===== config.mk =====
export PLATFORM = sky130hd
export DESIGN_NAME = prg_bank_mapper
export DESIGN_NICKNAME = d
export VERILOG_FILES = /design/src/rtl/prg_mapper_pkg.sv /design/src/rtl/prg_cfg_regs.sv /design/src/rtl/prg_bank_merge.sv /design/src/rtl/prg_window_decode.sv /design/src/rtl/prg_bank_mapper.sv
export SDC_FILE = /design/constraint.sdc
export NUM_CORES = 1
export LEC_CHECK = 0
export BUFFER_PORTS_ARGS = -buffer_cell sky130_fd_sc_hd__buf_2
export CORE_ASPECT_RATIO = 0.7
export CORE_UTILIZATION = 42
export CTS_CLUSTER_DIAMETER = 60
export DETAILED_ROUTE_END_ITERATION = 10
export GPL_ROUTABILITY_DRIVEN = 0
export GPL_TIMING_DRIVEN = 0
export PLACE_DENSITY = 0.83
export SETUP_SLACK_MARGIN = 0.2
export SLEW_MARGIN = 20
export SYNTH_ARGS = -nofsm -noshare
export SYNTH_HDL_FRONTEND = slang
export SYNTH_HIERARCHICAL = 1
export SYNTH_SLANG_ARGS = --single-unit

===== constraint.sdc =====
create_clock -name clk -period 0.96 [get_ports clk]
set_clock_uncertainty 0.2 [all_clocks]
set_input_delay 0.096 -clock clk [delete_from_list [all_inputs] [get_ports clk]]
set_output_delay 0.096 -clock clk [all_outputs]
set_load 0.01 [all_outputs]

===== src/rtl/prg_mapper_pkg.sv =====
package prg_mapper_pkg;

   localparam int CPU_AW    = 16;
   localparam int PPU_AW    = 14;
   localparam int NUM_CFG   = 4;
   localparam int CFG_IDX_W = $clog2(NUM_CFG);
   localparam int BANK_W    = 8;
   localparam int WIN_OFS_W = 15;
   localparam int WRAM_AW   = 13;
   localparam int CHR_AW    = 13;
   localparam int FULL_W    = BANK_W + WIN_OFS_W;

   localparam logic [3:0] CFG_PAGE  = 4'h5;
   localparam logic [2:0] WRAM_PAGE = 3'b011;

   typedef enum logic [1:0] {
      MERGE_R1_MID = 2'b00,
      MERGE_QUAD   = 2'b01,
      MERGE_R1_LSB = 2'b10,
      MERGE_FULL   = 2'b11
   } merge_rule_e;

   function automatic logic [7:0] cfg_reset_value(input int idx);
      case (idx)
         0:       return 8'd3;
         3:       return 8'd7;
         default: return 8'd0;
      endcase
   endfunction

endpackage


===== src/rtl/prg_cfg_regs.sv =====
module prg_cfg_regs
   import prg_mapper_pkg::*;
#(
   parameter int DW = 8
) (
   input  logic                          clk,
   input  logic                          rst_n,
   input  logic                          wr_en,
   input  logic [CFG_IDX_W-1:0]          wr_idx,
   input  logic [DW-1:0]                 wr_data,
   output logic [NUM_CFG-1:0][DW-1:0]    regs_q
);

   for (genvar gi = 0; gi < NUM_CFG; gi++) begin : g_reg
      localparam logic [7:0] RST8 = cfg_reset_value(gi);
      localparam logic [DW-1:0] RSTV = DW'(RST8);
      logic hit;
      assign hit = wr_en && (wr_idx == CFG_IDX_W'(gi));

      always_ff @(posedge clk or negedge rst_n) begin
         if (!rst_n) begin
            regs_q[gi] <= RSTV;
         end else if (hit) begin
            regs_q[gi] <= wr_data;
         end
      end
   end

endmodule


===== src/rtl/prg_bank_merge.sv =====
module prg_bank_merge
   import prg_mapper_pkg::*;
#(
   parameter int DW = 8
) (
   input  logic [NUM_CFG-1:0][DW-1:0] regs,
   output logic [BANK_W-1:0]          bank
);

   logic [3:0]  base_nib;
   logic        r1_sel;
   logic [3:0]  hi_nib;
   logic [2:0]  mode;
   merge_rule_e rule;
   logic [3:0]  lo_nib;

   assign base_nib = regs[0][3:0];
   assign r1_sel   = regs[1][1];
   assign hi_nib   = regs[2][3:0];
   assign mode     = regs[3][2:0];
   assign rule     = merge_rule_e'({mode[2], mode[0]});

   always_comb begin
      case (rule)
         MERGE_R1_MID: lo_nib = {base_nib[3:2], r1_sel, 1'b0};
         MERGE_QUAD:   lo_nib = {base_nib[3:2], 2'b00};
         MERGE_R1_LSB: lo_nib = {base_nib[3:1], r1_sel};
         default:      lo_nib = base_nib;
      endcase
   end

   assign bank = {hi_nib, lo_nib};

   logic unused_cfg_bits;
   if (DW > 4) begin : g_unused_wide
      assign unused_cfg_bits = ^{regs[0][DW-1:4], regs[1][DW-1:4], regs[1][3:2],
                                 regs[1][0], regs[2][DW-1:4], regs[3][DW-1:3], mode[1]};
   end else begin : g_unused_narrow
      assign unused_cfg_bits = ^{regs[1][3:2], regs[1][0], regs[3][DW-1:3], mode[1]};
   end

endmodule


===== src/rtl/prg_window_decode.sv =====
module prg_window_decode
   import prg_mapper_pkg::*;
#(
   parameter bit CHR_IS_RAM = 1'b1
) (
   input  logic [CPU_AW-1:0] cpu_addr,
   input  logic              cpu_rd,
   input  logic              cpu_wr,
   input  logic [PPU_AW-1:0] ppu_addr,
   input  logic              ppu_wr,
   output logic              cfg_wr,
   output logic              prg_cs,
   output logic              wram_cs,
   output logic              wram_we,
   output logic              chr_cs,
   output logic              chr_we
);

   logic in_cfg, in_wram, in_prg, in_chr;

   assign in_cfg  = cpu_addr[CPU_AW-1 -: 4] == CFG_PAGE;
   assign in_wram = cpu_addr[CPU_AW-1 -: 3] == WRAM_PAGE;
   assign in_prg  = cpu_addr[CPU_AW-1];
   assign in_chr  = ppu_addr[PPU_AW-1 -: 1] == 1'b0;

   assign cfg_wr  = cpu_wr && in_cfg;
   assign prg_cs  = cpu_rd && in_prg;
   assign wram_cs = (cpu_rd || cpu_wr) && in_wram;
   assign wram_we = cpu_wr && in_wram;
   assign chr_cs  = in_chr;

   if (CHR_IS_RAM) begin : g_chr_ram
      assign chr_we = ppu_wr && in_chr;
   end else begin : g_chr_rom
      logic unused_ppu_wr;
      assign unused_ppu_wr = ppu_wr;
      assign chr_we = 1'b0;
   end

   logic unused_ppu_hi;
   assign unused_ppu_hi = ppu_addr[PPU_AW-2];

endmodule


===== src/rtl/prg_bank_mapper.sv =====
module prg_bank_mapper
   import prg_mapper_pkg::*;
#(
   parameter int PRG_AW     = 17,
   parameter int DW         = 8,
   parameter bit CHR_IS_RAM = 1'b1
) (
   input  logic              clk,
   input  logic              rst_n,
   input  logic [15:0]       cpu_addr,
   input  logic [DW-1:0]     cpu_wdata,
   input  logic              cpu_rd,
   input  logic              cpu_wr,
   input  logic [13:0]       ppu_addr,
   input  logic              ppu_wr,
   output logic [PRG_AW-1:0] prg_rom_addr,
   output logic              prg_rom_cs,
   output logic [12:0]       wram_addr,
   output logic              wram_cs,
   output logic              wram_we,
   output logic [12:0]       chr_addr,
   output logic              chr_cs,
   output logic              chr_we
);

   if (PRG_AW < WIN_OFS_W || PRG_AW > FULL_W) begin : g_bad_prg_aw
      $error("prg_bank_mapper: PRG_AW must lie between 15 and 23");
   end
   if (DW < 4) begin : g_bad_dw
      $error("prg_bank_mapper: DW must be at least 4");
   end

   logic                       cfg_wr;
   logic [NUM_CFG-1:0][DW-1:0] cfg_q;
   logic [BANK_W-1:0]          prg_bank;
   logic [FULL_W-1:0]          flat_addr;

   prg_window_decode #(
      .CHR_IS_RAM(CHR_IS_RAM)
   ) u_decode (
      .cpu_addr (cpu_addr),
      .cpu_rd   (cpu_rd),
      .cpu_wr   (cpu_wr),
      .ppu_addr (ppu_addr),
      .ppu_wr   (ppu_wr),
      .cfg_wr   (cfg_wr),
      .prg_cs   (prg_rom_cs),
      .wram_cs  (wram_cs),
      .wram_we  (wram_we),
      .chr_cs   (chr_cs),
      .chr_we   (chr_we)
   );

   prg_cfg_regs #(
      .DW(DW)
   ) u_cfg (
      .clk     (clk),
      .rst_n   (rst_n),
      .wr_en   (cfg_wr),
      .wr_idx  (cpu_addr[9:8]),
      .wr_data (cpu_wdata),
      .regs_q  (cfg_q)
   );

   prg_bank_merge #(
      .DW(DW)
   ) u_merge (
      .regs (cfg_q),
      .bank (prg_bank)
   );

   assign flat_addr = {prg_bank, cpu_addr[WIN_OFS_W-1:0]};

   if (PRG_AW == FULL_W) begin : g_full_rom
      assign prg_rom_addr = flat_addr;
   end else begin : g_wrapped_rom
      logic unused_bank_hi;
      assign prg_rom_addr   = flat_addr[PRG_AW-1:0];
      assign unused_bank_hi = ^flat_addr[FULL_W-1:PRG_AW];
   end

   assign wram_addr = cpu_addr[WRAM_AW-1:0];
   assign chr_addr  = ppu_addr[CHR_AW-1:0];

endmodule


======== Yosys cells after proc, flatten, opt, wreduce, memory -nomap -nowiden ========
Cells that the tools add are included.
operators by class
  equal/unequal tests ..................... 6
  multiplexer cells ....................... 1
  bitwise gates (word level) .............. 1
  reductions and logical operators ........ 11
operators by type and width
  cell                  number
  $logic_and A1 B1 Y1   8
  $pmux W2 S3           1
  $eq A2 B1 Y1 const B  2
  $eq A2 B2 Y1 const B  2
  $eq A4 B3 Y1 const B  1
  $logic_not A2 Y1      2
  $eq A3 B2 Y1 const B  1
  $logic_or A1 B1 Y1    1
  $not A1 Y1            1
storage, ports and cells
  register bits after elaboration ......... 7

======== Depth between registers and ports, before layout ========
  depth in word-level cells ............... 3
  depth in mapped cells ................... 4
  gate-level depth less buffers ........... 4

======== Modules after synthesis ========
The synthesis kept the hierarchy.
by module, submodules not included
  module             times used  cells each  area each (um2)  seq. area each (um2)
  prg_cfg_regs       1           68          1218.7           807.0
  prg_bank_mapper    1           41          307.8            0.0
  prg_bank_merge     1           11          78.8             0.0
  prg_window_decode  1           9           73.8             0.0

======== Least setup slack after synthesis ========
Ideal clock, no wire load.
  kind .................................... input -> register
  start ................................... input cpu_addr[15]
  end ..................................... register, netlist name u_cfg/regs_q[2]
  arrival time ............................ 1.320 ns
  data required time ...................... 0.635 ns
  setup slack ............................. -0.685 ns
  stages .................................. 4
  buffers on the path ..................... 0
  cells stage by stage .................... nand3b_4 > nor3b_2 > nor3b_4 > mux2_2
RTL lines
  what                line                   RTL
  start: declaration  prg_bank_mapper.sv:10  input logic [15:0] cpu_addr,

======== Worst setup path in the final report ========
  start ................................... register u_cfg/regs_q[24] (netlist name)
  end ..................................... output prg_rom_addr[15]
between the ends
  longest elaborated chain between the ends .. 2
  elaborated cells between the ends (all ways) .. 4
  classes of those cells .................. 2 x eq/ne; 1 x mux; 1 x reduce/logical
ends and longest elaborated chain
  what                                  line                   RTL
  start: declaration                    prg_cfg_regs.sv:11     output logic [NUM_CFG-1:0][DW-1:0] regs_q
  start signal: indexed assignment      prg_cfg_regs.sv:24     regs_q[gi] <= wr_data;
  $eq A2 B2 Y1 (tied with other cells)  prg_bank_merge.sv:24   case (rule)
  $pmux W2 S3 (*)                       prg_bank_merge.sv:24
  end: declaration                      prg_bank_mapper.sv:16  output logic [PRG_AW-1:0] prg_rom_addr,
Every way passes the cells marked *; elsewhere a longest branch is shown, timed or not.

==> results.rst <==
.. list-table::
   :header-rows: 1

   * - Metric
     - Value
   * - Synth warn
     - 6
   * - Area of the mapped netlist
     - 642 µm²
   * - Global-route usage over all layers
     - 18.9%
   * - RSZ-0062 raised after global routing
     - true
   * - Placeable Area
     - roughly 1400 µm²
   * - Vias in the first global route
     - ~560
   * - WP buf/inv
     - 1
   * - Fin worst setup slack
     - -423 ps
   * - Path type of the worst min-delay path
     - input pin to flop
   * - Total CTS buffers
     - 3
   * - Run status
     - finished with violations
   * - Initial DRT Pass Iterations
     - 2
   * - Layout Nets
     - 182
   * - Critical path peak fanout
     - 3
   * - Crit Path Class
     - flop to output pin
   * - Share of final-layout standard cells stronger than drive strength 1
     - 94.2%
   * - Cell depth of the worst min-delay path
     - 2
   * - Violation count after the first detailed-route iteration
     - 3
   * - DP HPWL
     - 1.26 mm
   * - Buffers from clock root to sink, at most
     - 2
   * - CTS tree
     - built
   * - Launch point of the critical path
     - u_cfg/regs_q[24]$_DFFE_PN1P_
   * - Post-layout minimum cycle time
     - 1380 ps
   * - Total met2 wirelength after detailed routing
     - 828 µm
   * - Synthesized area per cell
     - 9.44 µm²
   * - Power after layout
     - 999 µW
   * - Largest register FFs
     - 5
   * - Kind of capture point of the worst setup path
     - output pin
   * - Sinks on Clock Net
     - 5
   * - Count of standard-cell rows
     - 11
   * - Routed length per placed instance
     - 10.0 µm
   * - Clock transition time at the flip-flop clock pins of the worst setup and hold paths
     - 50 ps
   * - Detailed route wirelength on metal3
     - about 170 µm
   * - Crit path arrival time
     - 1090 ps
   * - Logic depth of the worst setup path including buffers
     - 3
   * - Depth of the CTS H-tree
     - 1
   * - CP delay by family, top
     - flip-flops
   * - Worst voltage drop across the vdd grid
     - 0.549 mV
   * - Root cell of the clock tree
     - clkbuf_4
   * - Via density
     - 4.03
   * - Via Count
     - roughly 630
   * - Total of max-cap violations
     - 0
   * - Number of routed nets with antenna violations
     - 0
   * - Hold Vio Cnt, Final
     - 6
   * - Cell breakdown of the critical path
     - nand2b_4 -> a21boi_2 -> buf_2
   * - Kind of start point of the critical path
     - flop
   * - Post-Syn Instances
     - 68
   * - Cell at the slowest stage of the critical path
     - dfstp_2
   * - Non-Filler Instances
     - 157
   * - Routed wire length
     - 1.57 mm
   * - Diode insertion count for antenna repair
     - 0
   * - Wire length of the first global-routing pass
     - approximately 2.4 mm
   * - Largest registers
     - u_cfg/regs_q x5
   * - DRC Markers
     - 0
   * - Clock insertion delay at the later pin of the skew report
     - between 200 and 250 ps
   * - Number of antenna violations at the first check in global routing
     - 0
   * - Transition time at the pin with the least slew margin
     - around 230 ps
   * - Post-Route M1 WL
     - 561 µm
   * - Horizontal die dimension
     - around 49 µm
   * - FF/Latch Area
     - 130 µm²
   * - Number of pins with negative max-slew slack in the final report
     - 0
   * - Register with the highest flop count
     - u_cfg/regs_q
   * - Critical hold path startpoint
     - cpu_wdata[2]
   * - Required time of the critical path
     - 660 ps
   * - Worst hold slack
     - -100 ps
   * - Die Ht
     - 34.7 µm
   * - Pin count of the biggest net entering global routing
     - 6
   * - IO Pins
     - 91
   * - Relative area change from synthesis to final layout
     - 81.9%
   * - Critical Path Max Stage Delay
     - 530 ps
   * - Number of cells traversed by the worst register-to-register path
     - 1
   * - Most frequent cells in the layout
     - buf_2 (48), buf_4 (42), buf_6 (16)
   * - Number of setup violations in the final report
     - 8
   * - Die area
     - 1690 µm²
   * - Area taken by multi-input logic gates
     - 234 µm²
   * - Highest metal layer with signal wires
     - met4
   * - Slew Limit Headroom
     - 84.7%
   * - Number of buffers inserted by hold repair at cts
     - 1
   * - Filler instances
     - 88
   * - Leading cell type in the layout, fill and taps excluded
     - buf_2
   * - Static leakage power
     - 0.670 nW
   * - Final worst path period share
     - 144%
   * - Violated checks
     - hold timing, setup timing
   * - Reg-to-reg startpoint
     - u_cfg/regs_q[9]$_DFFE_PN0P_
   * - Power density relative to cell area
     - 856 nW/µm²
   * - Cells after DPL
     - roughly 150
   * - Initial core utilization
     - 46.6%
   * - Fmax
     - 723 MHz
   * - Number of input and output port buffers inserted
     - between 60 and 70
   * - Global route overflow
     - 0
   * - Net count after synthesis
     - 111
[what timing repair did]
action | in CTS | in global routing
pin swaps | 2 | 3
setup endpoints to repair | 16 | 13
gates resized for setup | 20 | 5
endpoints found under the hold margin | 10 | 6
setup buffers | 2 | 1
[routing by layer]
metal  vias to the layer above  track usage, %
met4                         0            6.62
li1                        316               -
met3                         2            8.33
met2                        45            36.1
met5                         -               0
met1                       269            18.1
[layout make-up]
type / count / share of cell area (%)
Inverter: 2 / 0.643
Multi-Input combinational cell: 20 / 20.0
Sequential cell: 5 / 11.1
Tap cell: 19 / 2.04
Clock buffer: 4 / 2.25
Timing Repair Buffer: 66 / 37.2
Buffer: 41 / 26.7
[path summary, 6_finish.rpt]
kind	to	slack (ps)
max	prg_rom_addr[15]	-420
min	u_cfg/regs_q[26]$_DFFE_PN1P_	-100
max reg2reg	u_cfg/regs_q[9]$_DFFE_PN0P_	-50
min reg2reg	u_cfg/regs_q[9]$_DFFE_PN0P_	410
max in group asynchronous	u_cfg/regs_q[24]$_DFFE_PN1P_	350
min in group asynchronous	u_cfg/regs_q[9]$_DFFE_PN0P_	-10
[metrics by stage]
step | instance area, µm² | TNS, ps | setup WS (ps) | utilization (%)
after floorplan | 663 | -1290 | -353 | -
after global placement | 997 | -2390 | -533 | 72.5
after detailed placement | 997 | -2530 | -564 | 72.5
after CTS | 1130 | -1640 | -434 | 82.5
after global routing | 1170 | -1780 | -473 | 84.8
final | 1170 | -1620 | -423 | 84.8
[report_power, final]
group,internal (mW),switching [mW]
Combinational,0.300,0.174
Sequential,0.257,0.0236
Clock,0.157,0.0867
No activity file was read; power rests on OpenSTA's default activity.
